<file path="src/rtl/spiq_pkg.sv">
package spiq_pkg;
   // configuration word field positions
   localparam int CFG_RXTHR_LSB = 0;
   localparam int CFG_TXTHR_LSB = 4;
   localparam int CFG_WID_LSB   = 8;
   localparam int CFG_RXFLUSH   = 11;
   localparam int CFG_TXFLUSH   = 12;
   // status word level positions
   localparam int STAT_RXLVL_LSB = 8;
   localparam int STAT_TXLVL_LSB = 16;
   // flag bit positions
   localparam int FLG_FULL  = 0;
   localparam int FLG_EMPTY = 1;
   localparam int FLG_ABOVE = 5;
   localparam int FLG_REL   = 6;
   localparam logic [7:0] TX_LIVE_MASK   = 8'h03;
   localparam logic [7:0] RX_LIVE_MASK   = 8'h20;
   localparam logic [7:0] STICKY_MASK    = 8'h40;
endpackage

</file>
<file path="src/rtl/spiq_fifo.sv">
module spiq_fifo #(
   parameter  int DEPTH = 16,
   parameter  int DW    = 32,
   localparam int AW    = $clog2(DEPTH),
   localparam int LW    = AW + 1,
   localparam int NB    = DW / 8
) (
   input  logic          clk,
   input  logic          rst_n,
   input  logic          flush,
   input  logic [1:0]    width,
   input  logic          wr,
   input  logic [DW-1:0] wdata,
   input  logic          rd,
   output logic [DW-1:0] rdata,
   output logic          full,
   output logic          empty,
   output logic [LW-1:0] level
);
   logic [DW-1:0] mem [DEPTH];
   logic [AW-1:0] wptr, rptr;
   logic [DW-1:0] lane_mask;
   logic          do_wr, do_rd;

   if ((DW % 8) != 0 || NB > 4 || NB < 1) begin : g_bad_dw
      $error("spiq_fifo: DW must be 8, 16, 24 or 32");
   end
   if ((DEPTH & (DEPTH - 1)) != 0 || DEPTH < 2) begin : g_bad_depth
      $error("spiq_fifo: DEPTH must be a power of two");
   end

   for (genvar g = 0; g < NB; g++) begin : g_lane
      assign lane_mask[g*8 +: 8] = (g <= int'(width)) ? 8'hFF : 8'h00;
   end

   assign full  = (level == LW'(DEPTH));
   assign empty = (level == '0);
   assign do_wr = wr && !full && !flush;
   assign do_rd = rd && !empty && !flush;
   assign rdata = mem[rptr];

   always_ff @(posedge clk) begin
      if (do_wr) mem[wptr] <= wdata & lane_mask;
   end

   always_ff @(posedge clk or negedge rst_n) begin
      if (!rst_n) begin
         wptr  <= '0;
         rptr  <= '0;
         level <= '0;
      end else if (flush) begin
         wptr  <= '0;
         rptr  <= '0;
         level <= '0;
      end else begin
         if (do_wr) wptr <= wptr + 1'b1;
         if (do_rd) rptr <= rptr + 1'b1;
         level <= level + LW'(do_wr) - LW'(do_rd);
      end
   end

   assert_full_hold_R5: assert property (@(posedge clk) disable iff (!rst_n)
      (wr && full && !rd && !flush) |=> (level == $past(level)));
   assert_flush_empty_R8: assert property (@(posedge clk) disable iff (!rst_n)
      flush |=> (level == '0));
   assert_push_count_R2: assert property (@(posedge clk) disable iff (!rst_n)
      (wr && !full && !rd && !flush) |=> (level == $past(level) + 1'b1));
endmodule

</file>
<file path="src/rtl/spiq_flags.sv">
module spiq_flags #(
   parameter int         FW     = 8,
   parameter logic [7:0] LIVE   = 8'h00,
   parameter logic [7:0] STICKY = 8'h40
) (
   input  logic          clk,
   input  logic          rst_n,
   input  logic [FW-1:0] live,
   input  logic [FW-1:0] set,
   input  logic          en_we,
   input  logic [FW-1:0] en_wdata,
   input  logic          clr_we,
   input  logic [FW-1:0] clr_wdata,
   output logic [FW-1:0] flags,
   output logic [FW-1:0] en,
   output logic          irq
);
   localparam logic [FW-1:0] LMASK = FW'(LIVE);
   localparam logic [FW-1:0] SMASK = FW'(STICKY);
   logic [FW-1:0] sticky, clr_v;

   assign clr_v = clr_we ? clr_wdata : '0;
   assign flags = (live & LMASK) | sticky;
   assign irq   = |(flags & en);

   always_ff @(posedge clk or negedge rst_n) begin
      if (!rst_n) begin
         sticky <= '0;
         en     <= '0;
      end else begin
         sticky <= ((sticky & ~clr_v) | set) & SMASK;
         if (en_we) en <= en_wdata & (LMASK | SMASK);
      end
   end

   assert_set_sticky_R9: assert property (@(posedge clk) disable iff (!rst_n)
      (|(set & SMASK)) |=> ((sticky & $past(set & SMASK)) == $past(set & SMASK)));
   assert_clear_sticky_R9: assert property (@(posedge clk) disable iff (!rst_n)
      (clr_we && |(clr_wdata & ~set & SMASK)) |=>
      ((sticky & $past(clr_wdata & ~set & SMASK)) == '0));
endmodule

</file>
<file path="src/rtl/spiq_core.sv">
module spiq_core #(
   parameter  int DEPTH = 16,
   parameter  int DW    = 32,
   localparam int AW    = $clog2(DEPTH),
   localparam int LW    = AW + 1
) (
   input  logic          clk,
   input  logic          rst_n,
   input  logic          cfg_we,
   input  logic [31:0]   cfg_wdata,
   output logic [31:0]   cfg_rdata,
   output logic [31:0]   stat_rdata,
   input  logic          txe_we,
   input  logic          rxe_we,
   input  logic [7:0]    en_wdata,
   output logic [7:0]    txe_rdata,
   output logic [7:0]    rxe_rdata,
   input  logic          txc_we,
   input  logic          rxc_we,
   input  logic          fltc_we,
   input  logic [7:0]    clr_wdata,
   output logic [7:0]    txf_rdata,
   output logic [7:0]    rxf_rdata,
   output logic [1:0]    flt_rdata,
   input  logic          host_push,
   input  logic [DW-1:0] host_wdata,
   input  logic          host_pop,
   output logic [DW-1:0] host_rdata,
   input  logic          eng_pop,
   output logic [DW-1:0] eng_tdata,
   output logic          eng_tavail,
   input  logic          eng_push,
   input  logic [DW-1:0] eng_rdata_in,
   input  logic          eng_sel_rel,
   output logic          tx_irq,
   output logic          rx_irq
);
   import spiq_pkg::*;

   if (DEPTH > 16) begin : g_bad_depth
      $error("spiq_core: DEPTH above 16 does not fit the 4-bit thresholds");
   end

   logic [3:0]    rx_thr, tx_thr;
   logic [1:0]    width;
   logic          rx_flush, tx_flush;
   logic          tx_full, tx_empty, rx_full, rx_empty;
   logic [LW-1:0] tx_level, rx_level;
   logic [LW-1:0] rx_eff_thr;
   logic [7:0]    tx_live, rx_live, rel_set;
   logic [1:0]    flt;

   assign rx_flush = cfg_we && cfg_wdata[CFG_RXFLUSH];
   assign tx_flush = cfg_we && cfg_wdata[CFG_TXFLUSH];

   always_ff @(posedge clk or negedge rst_n) begin
      if (!rst_n) begin
         rx_thr <= '0;
         tx_thr <= '0;
         width  <= '0;
      end else if (cfg_we) begin
         rx_thr <= cfg_wdata[CFG_RXTHR_LSB +: 4];
         tx_thr <= cfg_wdata[CFG_TXTHR_LSB +: 4];
         width  <= cfg_wdata[CFG_WID_LSB +: 2];
      end
   end

   always_comb begin
      cfg_rdata = '0;
      cfg_rdata[CFG_RXTHR_LSB +: 4] = rx_thr;
      cfg_rdata[CFG_TXTHR_LSB +: 4] = tx_thr;
      cfg_rdata[CFG_WID_LSB +: 2]   = width;
      stat_rdata = '0;
      stat_rdata[STAT_RXLVL_LSB +: 5] = 5'(rx_level);
      stat_rdata[STAT_TXLVL_LSB +: 5] = 5'(tx_level);
   end

   spiq_fifo #(.DEPTH(DEPTH), .DW(DW)) u_txq (
      .clk(clk), .rst_n(rst_n), .flush(tx_flush), .width(width),
      .wr(host_push), .wdata(host_wdata), .rd(eng_pop), .rdata(eng_tdata),
      .full(tx_full), .empty(tx_empty), .level(tx_level));

   spiq_fifo #(.DEPTH(DEPTH), .DW(DW)) u_rxq (
      .clk(clk), .rst_n(rst_n), .flush(rx_flush), .width(width),
      .wr(eng_push), .wdata(eng_rdata_in), .rd(host_pop), .rdata(host_rdata),
      .full(rx_full), .empty(rx_empty), .level(rx_level));

   assign eng_tavail = !tx_empty;
   assign rx_eff_thr = (rx_thr == '0) ? LW'(DEPTH) : LW'(rx_thr);

   always_comb begin
      tx_live = '0;
      tx_live[FLG_FULL]  = tx_full;
      tx_live[FLG_EMPTY] = tx_empty;
      rx_live = '0;
      rx_live[FLG_ABOVE] = (rx_level >= rx_eff_thr);
      rel_set = '0;
      rel_set[FLG_REL] = eng_sel_rel;
   end

   spiq_flags #(.FW(8), .LIVE(TX_LIVE_MASK), .STICKY(STICKY_MASK)) u_txflg (
      .clk(clk), .rst_n(rst_n), .live(tx_live), .set(rel_set),
      .en_we(txe_we), .en_wdata(en_wdata), .clr_we(txc_we), .clr_wdata(clr_wdata),
      .flags(txf_rdata), .en(txe_rdata), .irq(tx_irq));

   spiq_flags #(.FW(8), .LIVE(RX_LIVE_MASK), .STICKY(STICKY_MASK)) u_rxflg (
      .clk(clk), .rst_n(rst_n), .live(rx_live), .set(rel_set),
      .en_we(rxe_we), .en_wdata(en_wdata), .clr_we(rxc_we), .clr_wdata(clr_wdata),
      .flags(rxf_rdata), .en(rxe_rdata), .irq(rx_irq));

   always_ff @(posedge clk or negedge rst_n) begin
      if (!rst_n) flt <= '0;
      else begin
         flt <= (flt & ~(fltc_we ? clr_wdata[1:0] : 2'b00))
              | {host_pop && rx_empty, host_push && tx_full && !tx_flush};
      end
   end
   assign flt_rdata = flt;

   assert_ovf_fault_R6: assert property (@(posedge clk) disable iff (!rst_n)
      (host_push && tx_full && !tx_flush) |=> flt[0]);
   assert_udf_fault_R6: assert property (@(posedge clk) disable iff (!rst_n)
      (host_pop && rx_empty) |=> (flt[1] && rx_level == '0));
endmodule

</file>
<file path="config.mk">
export PLATFORM = sky130hd
export DESIGN_NAME = spiq_core
export DESIGN_NICKNAME = d
export VERILOG_FILES = /design/src/rtl/spiq_pkg.sv /design/src/rtl/spiq_fifo.sv /design/src/rtl/spiq_flags.sv /design/src/rtl/spiq_core.sv
export SDC_FILE = /design/constraint.sdc
export NUM_CORES = 1
export LEC_CHECK = 0
export BUFFER_PORTS_ARGS = -buffer_cell sky130_fd_sc_hd__buf_2
export CAP_MARGIN = 20
export CORE_AREA = 2 2 259 261
export DETAILED_ROUTE_END_ITERATION = 10
export DIE_AREA = 0 0 261 263
export HOLD_SLACK_MARGIN = 0.12
export PLACE_DENSITY = 0.85
export SYNTH_ARGS = -nofsm -noshare
export SYNTH_HDL_FRONTEND = slang
export SYNTH_SLANG_ARGS = --single-unit
</file>
<file path="constraint.sdc">
create_clock -name clk -period 9.1 [get_ports clk]
set_input_delay 0.91 -clock clk [delete_from_list [all_inputs] [get_ports clk]]
set_output_delay 0.91 -clock clk [all_outputs]
set_load 0.03 [all_outputs]
</file>
==> metrics.md, run 1 <==
| Metric | Value |
|---|---|
| CP most frequent cell | `buf_4` |
| Number of buffers created by CTS | `approximately 100` |
| CTS tree | `built` |
| Crit path max fanout | `between 50 and 60` |
| # rows | `between 90 and 100` |
| Post-cts resize count | `0` |
| Slowest stage cell, crit path | `dfrtp_2` |
| DIE AREA | `~0.069 mm^2` |
| VDD IR-drop max | `between 0.0002 and 0.00025 V` |
| Vias after detailed routing | `~23000` |
| Outcome | `complete, no violations` |
| Crit path depth | `7` |
| Worst-case reg-to-reg path depth | `8` |
| Top cells by count, synth | `edfxtp_1 (1024), mux2i_1 (259), a221oi_1 (128), mux4_2 (128), nand2_1 (88)` |
| Clock buffer depth | `3` |
| Worst path max stage delay | `0.86 ns` |
| Nets | `between 2000 and 3000` |
| Final ANT Viol Nets | `0` |
| Post-layout util | `72.6%` |
| Max Transition Viols Final | `0` |
| Boundary Pins | `290` |
| Worst Path Buf+Inv | `3` |
| Clock latency on the worst-skew pair | `0.67 ns` |
| Root Buffer | `clkbuf_16` |
| Syn. warnings | `0` |
| Setup bufs post-CTS | `0` |
| CP cell instances | `buf_4, nor2b_4, buf_4, a221oi_1, o21ai_0, nand2_1, buf_2` |
| # setup viols final | `0` |
| Post-cts hold buffer count | `0` |
| Area of the multi-input gates | `around 0.0098 mm^2` |
| Largest net degree at the start of global routing | `approximately 110` |
| DRC | `0` |
| Drt via density | `around 6.8` |
| Synth area leaders | `edfxtp_1 (72%), mux4_2 (6.8%), mux2i_1 (6.1%)` |
| Async SR Flop Fraction | `under 10%` |
| Die X | `261 um` |
| Cell count after placement | `between 3000 and 4000` |
| DR iter-0 viols | `about 3100` |
| Most frequent cell after synthesis | `edfxtp_1` |
| Crit start category | `flip-flop` |
| Initial Util | `about 65%` |
| Initial antenna violation count | `5` |
| Ant. Diodes | `0` |
| Max Clock Skew | `around 0.030 ns` |
| Pre-CTS setup slack | `slightly below 5 ns` |
| H-tree Lvls | `3` |
| Max_cap viols | `0` |
| Reg clk slew, reported paths | `~0.060 ns` |
| CP required | `approximately 8.2 ns` |
| Wirelength per Cell | `just under 30 um` |
| Wire length of the first global-routing pass | `~150000 um` |
| Non-filler cells, final | `around 3400` |
| Synthesized area | `about 0.043 mm^2` |
| Fmax | `about 0.20 GHz` |
| Pleak | `0.0163 uW` |
| Total power | `around 14000 uW` |
| Routability cong. | `0.780` |
| Tcrit/Tclk final | `a little under three fifths` |
| Crit. End Element | `output pin` |
| Remaining Overflow, GRT | `0` |
| 1st-pass router iterations | `5` |
| CP top delay family | `buffers and inverters` |
| Vias in the first global route | `23887` |
| Slew headroom | `21.1%` |
| Sum of negative setup slack | `0 ns` |
| Worst-Margin Slew | `1.18 ns` |
| CP arrival | `just over 4 ns` |
| Final HPWL DP | `around 51000 um` |
| Worst setup margin | `4.06 ns` |
| Hold Vio Cnt, Final | `0` |
| IO Port Bufs | `about 190` |
| Final wirelength | `between 100000 and 150000 um` |
| Mapped Cells | `between 2000 and 2500` |
| Synthesized flop and latch total | `~1100` |
| # fillers | `between 3000 and 4000` |
| Seq/Total Area, Yosys | `between 70 and 80%` |
| GRT Overall Usage | `between 20% and 30%` |
| Reg area | `roughly 0.032 mm^2` |
| Number of synthesized flops with an enable pin | `1024` |
| Post-synth cell types | `between 40 and 50` |
| RSZ-0062 raised after global routing | `false` |
| Ys flop type | `edfxtp_1` |
| Pwr dens | `around 300 mW/mm^2` |
| Leading area contributor after synthesis | `edfxtp_1` |
| Hold Path Class | `in2async` |
| Area grow syn2layout | `11.9%` |
| Post-Syn Area per Cell | `19.0 um^2` |
| CTS Sinks | `1069` |
| Minimum clock period | `between 5 and 6 ns` |
| Critical path type | `reg2out` |
| Die Y | `263 um` |
| Fraction of layout cells with a size suffix above 1 | `between 20% and 30%` |
| Core ar. | `~0.066 mm^2` |
| Synth top area share | `72.2%` |
## registers in the layout, indices dropped and copies added, names as in the netlist, 2 cells and up
name / cells
u_rxq.rptr: 4
u_txq.wptr: 4
width: 2
u_rxflg.en: 2
tx_thr: 4
u_txq.level: 5
u_txflg.en: 3
u_txq.mem: 512
u_rxq.mem: 512
rx_thr: 4
flt_rdata: 2
u_txq.rptr: 4
u_rxq.level: 5
u_rxq.wptr: 4
## worst paths after layout
kind	slack [ns]	startpoint	endpoint
max	4.06	u_txq.rptr[1]	eng_tdata[21]
min	0.35	rst_n	width[0]
max reg2reg	5.58	u_txq.level[3]	u_txq.mem[3][5]
min reg2reg	0.49	flt_rdata[0]	flt_rdata[0]
max in group asynchronous	8.26	rst_n	u_rxq.rptr[0]
min in group clk	0.44	eng_sel_rel	u_rxflg.sticky[6]
## cell usage in the layout (no fill, tap or decap), types with 13 or more instances in the layout
cell type and n:
a221oi_1 128, a22oi_1 64, and2_1 20, and3_1 16, buf_2 194, buf_4 52
clkbuf_1 15, clkbuf_16 104, clkinv_1 29, conb_1 66, dfrtp_1 41, edfxtp_1 1024
ha_1 27, inv_1 28, mux2_2 13, mux2i_1 259, mux4_2 128, nand2_1 88
nor2_1 27, nor2_4 28, nor2b_1 17, o21ai_0 71
## kinds of logic (layout without fill, tap and decap cells)
family                   after synthesis  count (layout)  share of synthesized area (%)
buffers and inverters                216             460                           3.18
AO/OA/AOI/OAI                        284             284                           4.96
adder cells (fa/ha/maj)               29              29                          0.888
multiplexers                         400             400                           13.2
other                                  1              66                        0.00881
XOR/XNOR                              17              17                          0.350
AND/OR/NAND/NOR                      226             226                           2.54
flip-flops                          1069            1069                           74.9
## worst register-to-register path: cells and delay by family, from the launching register on
kind	cells	cell delay, ns
flip-flops	1	0.39
AND/OR/NAND/NOR	5	1.80
buffers and inverters	2	0.71
adder cells (fa/ha/maj)	1	0.22
## final cells by class
cell class,count,share of cell area [%]
multi-input cells,1022,20.7
flip-flops and latches,1069,66.9
well taps,864,2.27
repair buffers,248,2.96
clock inverters,63,1.33
clock buffers,121,5.64
inverters,28,0.221
## through the flow
| stage | cell area, um^2 | hold slack [ns] |
|---|---|---|
| 4_1_cts | 47600 | 0.338 |
| 2_1_floorplan | 42800 | 0.552 |
| 3_3_place_gp | 44300 | 0.477 |
| 6_report | 47600 | 0.351 |
| 5_1_grt | 47600 | 0.378 |
| 3_5_place_dp | 44300 | 0.476 |
## where the power goes
| group | total [uW] | switching, uW | internal (uW) | leakage, uW |
|---|---|---|---|---|
| registers | 6010 | 271 | 5740 | 0.00990 |
| clock network | 4210 | 1820 | 2390 | 0.00159 |
| logic | 4020 | 2550 | 1470 | 0.00484 |
## layer usage
metal  up-vias  global-route usage, %  wire length [um]
met5         -                      0                46
met4         8                   12.0              4110
met3       298                   6.06             10200
met2      1573                   48.1             51200
met1     11961                   37.7             35200
li1       9401                      -                 -
Power figures use the tool's default switching activity.
==> inputs of run 2 (changes only) <==
--- a/config.mk
+++ b/config.mk
@@ -7,11 +7,11 @@
 export LEC_CHECK = 0
 export BUFFER_PORTS_ARGS = -buffer_cell sky130_fd_sc_hd__buf_2
 export CAP_MARGIN = 20
-export CORE_AREA = 2 2 259 261
+export CORE_AREA = 2 2 284 286
 export DETAILED_ROUTE_END_ITERATION = 10
-export DIE_AREA = 0 0 261 263
+export DIE_AREA = 0 0 286 288
 export HOLD_SLACK_MARGIN = 0.12
-export PLACE_DENSITY = 0.85
+export PLACE_DENSITY = 0.75
 export SYNTH_ARGS = -nofsm -noshare
 export SYNTH_HDL_FRONTEND = slang
 export SYNTH_SLANG_ARGS = --single-unit
==> constraint.sdc (replaced) <==
create_clock -name clk -period 4.2 [get_ports clk]
set_input_delay 0.42 -clock clk [delete_from_list [all_inputs] [get_ports clk]]
set_output_delay 0.42 -clock clk [all_outputs]
set_load 0.03 [all_outputs]
==> run 2 against run 1 <==
  * Clock power is 120% higher
  * Sequential share of layout area is 1.4 points lower
  * Critical endpoint is now host_rdata[16]
  * Clock-buffer cell count fell by 1
  * Sequential power up 110%
  * Via count decreased by 4.7%
  * Non-clock buffer count increased by 60
  * Highest routed layer unchanged
  * Flip-flop and latch count did not move
  * Cell count grew 7.7%
==> metrics.md, run 2 (synthesized netlist as in run 1, its figures left out) <==
| Metric | Value |
|---|---|
| Non-filler cells, final | `3678 (was 3415)` |
| CP required | `3.78 ns (was 8.19 ns)` |
| Reg clk slew, reported paths | `0.06 ns (about the same)` |
| Sum of negative setup slack | `0 ns (unchanged)` |
| Die Y | `288 um (was 263 um)` |
| Vias in the first global route | `22604 (was 23887)` |
| Max Clock Skew | `0.0640 ns (was 0.0295 ns)` |
| Root Buffer | `clkbuf_16 (unchanged)` |
| Ant. Diodes | `0 (unchanged)` |
| Crit. End Element | `output pin (unchanged)` |
| Initial Util | `53.5% (was 64.9%)` |
| Most common cell after layout, fill and taps aside | `edfxtp_1 (unchanged)` |
| CP arrival | `3.42 ns (was 4.13 ns)` |
| CTS Sinks | `1069 (unchanged)` |
| Core ar. | `0.0796 mm^2 (was 0.0656 mm^2)` |
| Area grow syn2layout | `14.3% (was 11.9%)` |
| Worst-Margin Slew | `0.994 ns (was 1.18 ns)` |
| VDD IR-drop max | `0.000532 V (was 0.000241 V)` |
| DIE AREA | `0.0824 mm^2 (was 0.0686 mm^2)` |
| Critical path type | `reg2out (unchanged)` |
| Final HPWL DP | `51700 um (was 50700 um)` |
| # rows | `104 (was 94)` |
| Slew headroom | `33.6% (was 21.1%)` |
| Die X | `286 um (was 261 um)` |
| 1st-pass router iterations | `5 (unchanged)` |
| Largest net degree at the start of global routing | `64 (was 106)` |
| Boundary Pins | `290 (unchanged)` |
| DR iter-0 viols | `1987 (was 3123)` |
| Worst path max stage delay | `0.84 ns (was 0.86 ns)` |
| Crit start category | `flip-flop (unchanged)` |
| Pleak | `0.0167 uW (was 0.0163 uW)` |
| Clock buffer depth | `3 (unchanged)` |
| RSZ-0062 raised after global routing | `false (unchanged)` |
| Initial antenna violation count | `3 (was 5)` |
| H-tree Lvls | `3 (unchanged)` |
| Remaining Overflow, GRT | `0 (unchanged)` |
| DRC | `0 (unchanged)` |
| Nets | `2687 (was 2624)` |
| Clock latency on the worst-skew pair | `0.69 ns (was 0.67 ns)` |
| Outcome | `complete, no violations (unchanged)` |
| Fraction of layout cells with a size suffix above 1 | `23.1% (was 22.7%)` |
| # fillers | `5513 (was 3569)` |
| Max Transition Viols Final | `0 (unchanged)` |
| # setup viols final | `0 (unchanged)` |
| Hold Vio Cnt, Final | `0 (unchanged)` |
| CTS tree | `built (unchanged)` |
| Hold Path Class | `in2reg (was in2async)` |
| GRT Overall Usage | `22.8% (was 29.0%)` |
| Crit path max fanout | `27 (was 52)` |
| Largest registers | `u_rxq.mem (512), u_txq.mem (512) (unchanged)` |
| Pwr dens | `632 mW/mm^2 (was 299 mW/mm^2)` |
| Final ANT Viol Nets | `0 (unchanged)` |
| Final wirelength | `94500 um (was 101000 um)` |
| Post-cts hold buffer count | `42 (was 0)` |
| Wire length of the first global-routing pass | `140000 um (was 146000 um)` |
| Fmax | `between 0.2 and 0.3 GHz` |
| Worst setup margin | `0.362 ns (was 4.06 ns)` |
| Most frequent cells in the layout | `edfxtp_1 (1024), mux2i_1 (259), buf_2 (194), a221oi_1 (128), mux4_2 (128) (unchanged)` |
| Routability cong. | `0.773 (was 0.780)` |
| Vias after detailed routing | `22138 (was 23241)` |
| Slowest stage cell, crit path | `dfrtp_2 (unchanged)` |
| Tcrit/Tclk final | `between 90% and 100%` |
| Max_cap viols | `0 (unchanged)` |
| Post-DP Area | `0.0448 mm^2 (was 0.0443 mm^2)` |
| Setup bufs post-CTS | `0 (unchanged)` |
| Number of buffers created by CTS | `104 (was 101)` |
| IO Port Bufs | `194 (unchanged)` |
| Cell count after placement | `3443 (was 3230)` |
| Finished Cell Area | `0.0487 mm^2 (was 0.0476 mm^2)` |
| Post-cts resize count | `0 (unchanged)` |
| Wirelength per Cell | `25.7 um (was 29.5 um)` |
| CP cell instances | `and2_2, buf_4, a221oi_1, a22oi_1, nand2_1, buf_2 (was buf_4, nor2b_4, buf_4, a221oi_1, o21ai_0, nand2_1, buf_2)` |
| Minimum clock period | `between 3 and 4 ns` |
| Drt via density | `6.02 (was 6.81)` |
| Pre-CTS setup slack | `1.00 ns (was 4.87 ns)` |
[run 2: per-layer routing]
metal	vias up	global-route usage, %	wire length, um
li1	9546	-	-
met1	11525	31.1	38000
met2	917	38.0	47600
met3	144	3.72	6640
met4	6	7.05	2230
met5	-	0	34
[run 2: cell type report]
| type | count | area, um^2 | share of cell area, % |
|---|---|---|---|
| flip-flops and latches | 1069 | 31900 | 65.5 |
| inverters | 28 | 105 | 0.216 |
| clock inverters | 71 | 676 | 1.39 |
| clock buffers | 120 | 2690 | 5.54 |
| repair buffers | 308 | 2130 | 4.39 |
| well taps | 1060 | 1330 | 2.73 |
| multi-input cells | 1022 | 9840 | 20.2 |
[run 2: critical path, delay by kind of cell (launching register included)]
kind | cells | cell delay [ns]
flops | 1 | 0.84
simple gates | 2 | 0.91
buf+inv | 2 | 0.58
compound gates | 2 | 0.43
[run 2: metrics by stage]
| stage | total power (uW) | hold WS [ns] | util [%] |
|---|---|---|---|
| 6_report | 30800 | 0.149 | 61.1 |
| 5_1_grt | 31900 | 0.149 | 61.1 |
| 4_1_cts | 31000 | 0.126 | 61.1 |
| 3_5_place_dp | 21900 | 0.491 | 56.3 |
| 3_3_place_gp | 21700 | 0.479 | 56.3 |
| 2_1_floorplan | 19500 | 0.124 | - |
[run 2: worst paths after layout]
| check | cells after the start | to | slack (ns) | startpoint |
|---|---|---|---|---|
| min in group asynchronous | 3 | u_txflg.en[6] | 0.67 | rst_n |
| max in group asynchronous | 4 | u_rxq.rptr[1] | 2.98 | rst_n |
| hold reg to reg | 1 | flt_rdata[1] | 0.50 | flt_rdata[1] |
| hold / removal | 4 | u_rxq.level[2] | 0.15 | cfg_wdata[11] |
| setup reg to reg | 15 | u_rxq.level[4] | 1.02 | u_rxq.level[3] |
| setup / recovery | 6 | host_rdata[16] | 0.36 | u_rxq.rptr[1] |
[run 2: power by group]
part           internal [uW]  switching (uW)
combinational           3320            5490
sequential             12400             459
clock                   5120            3940
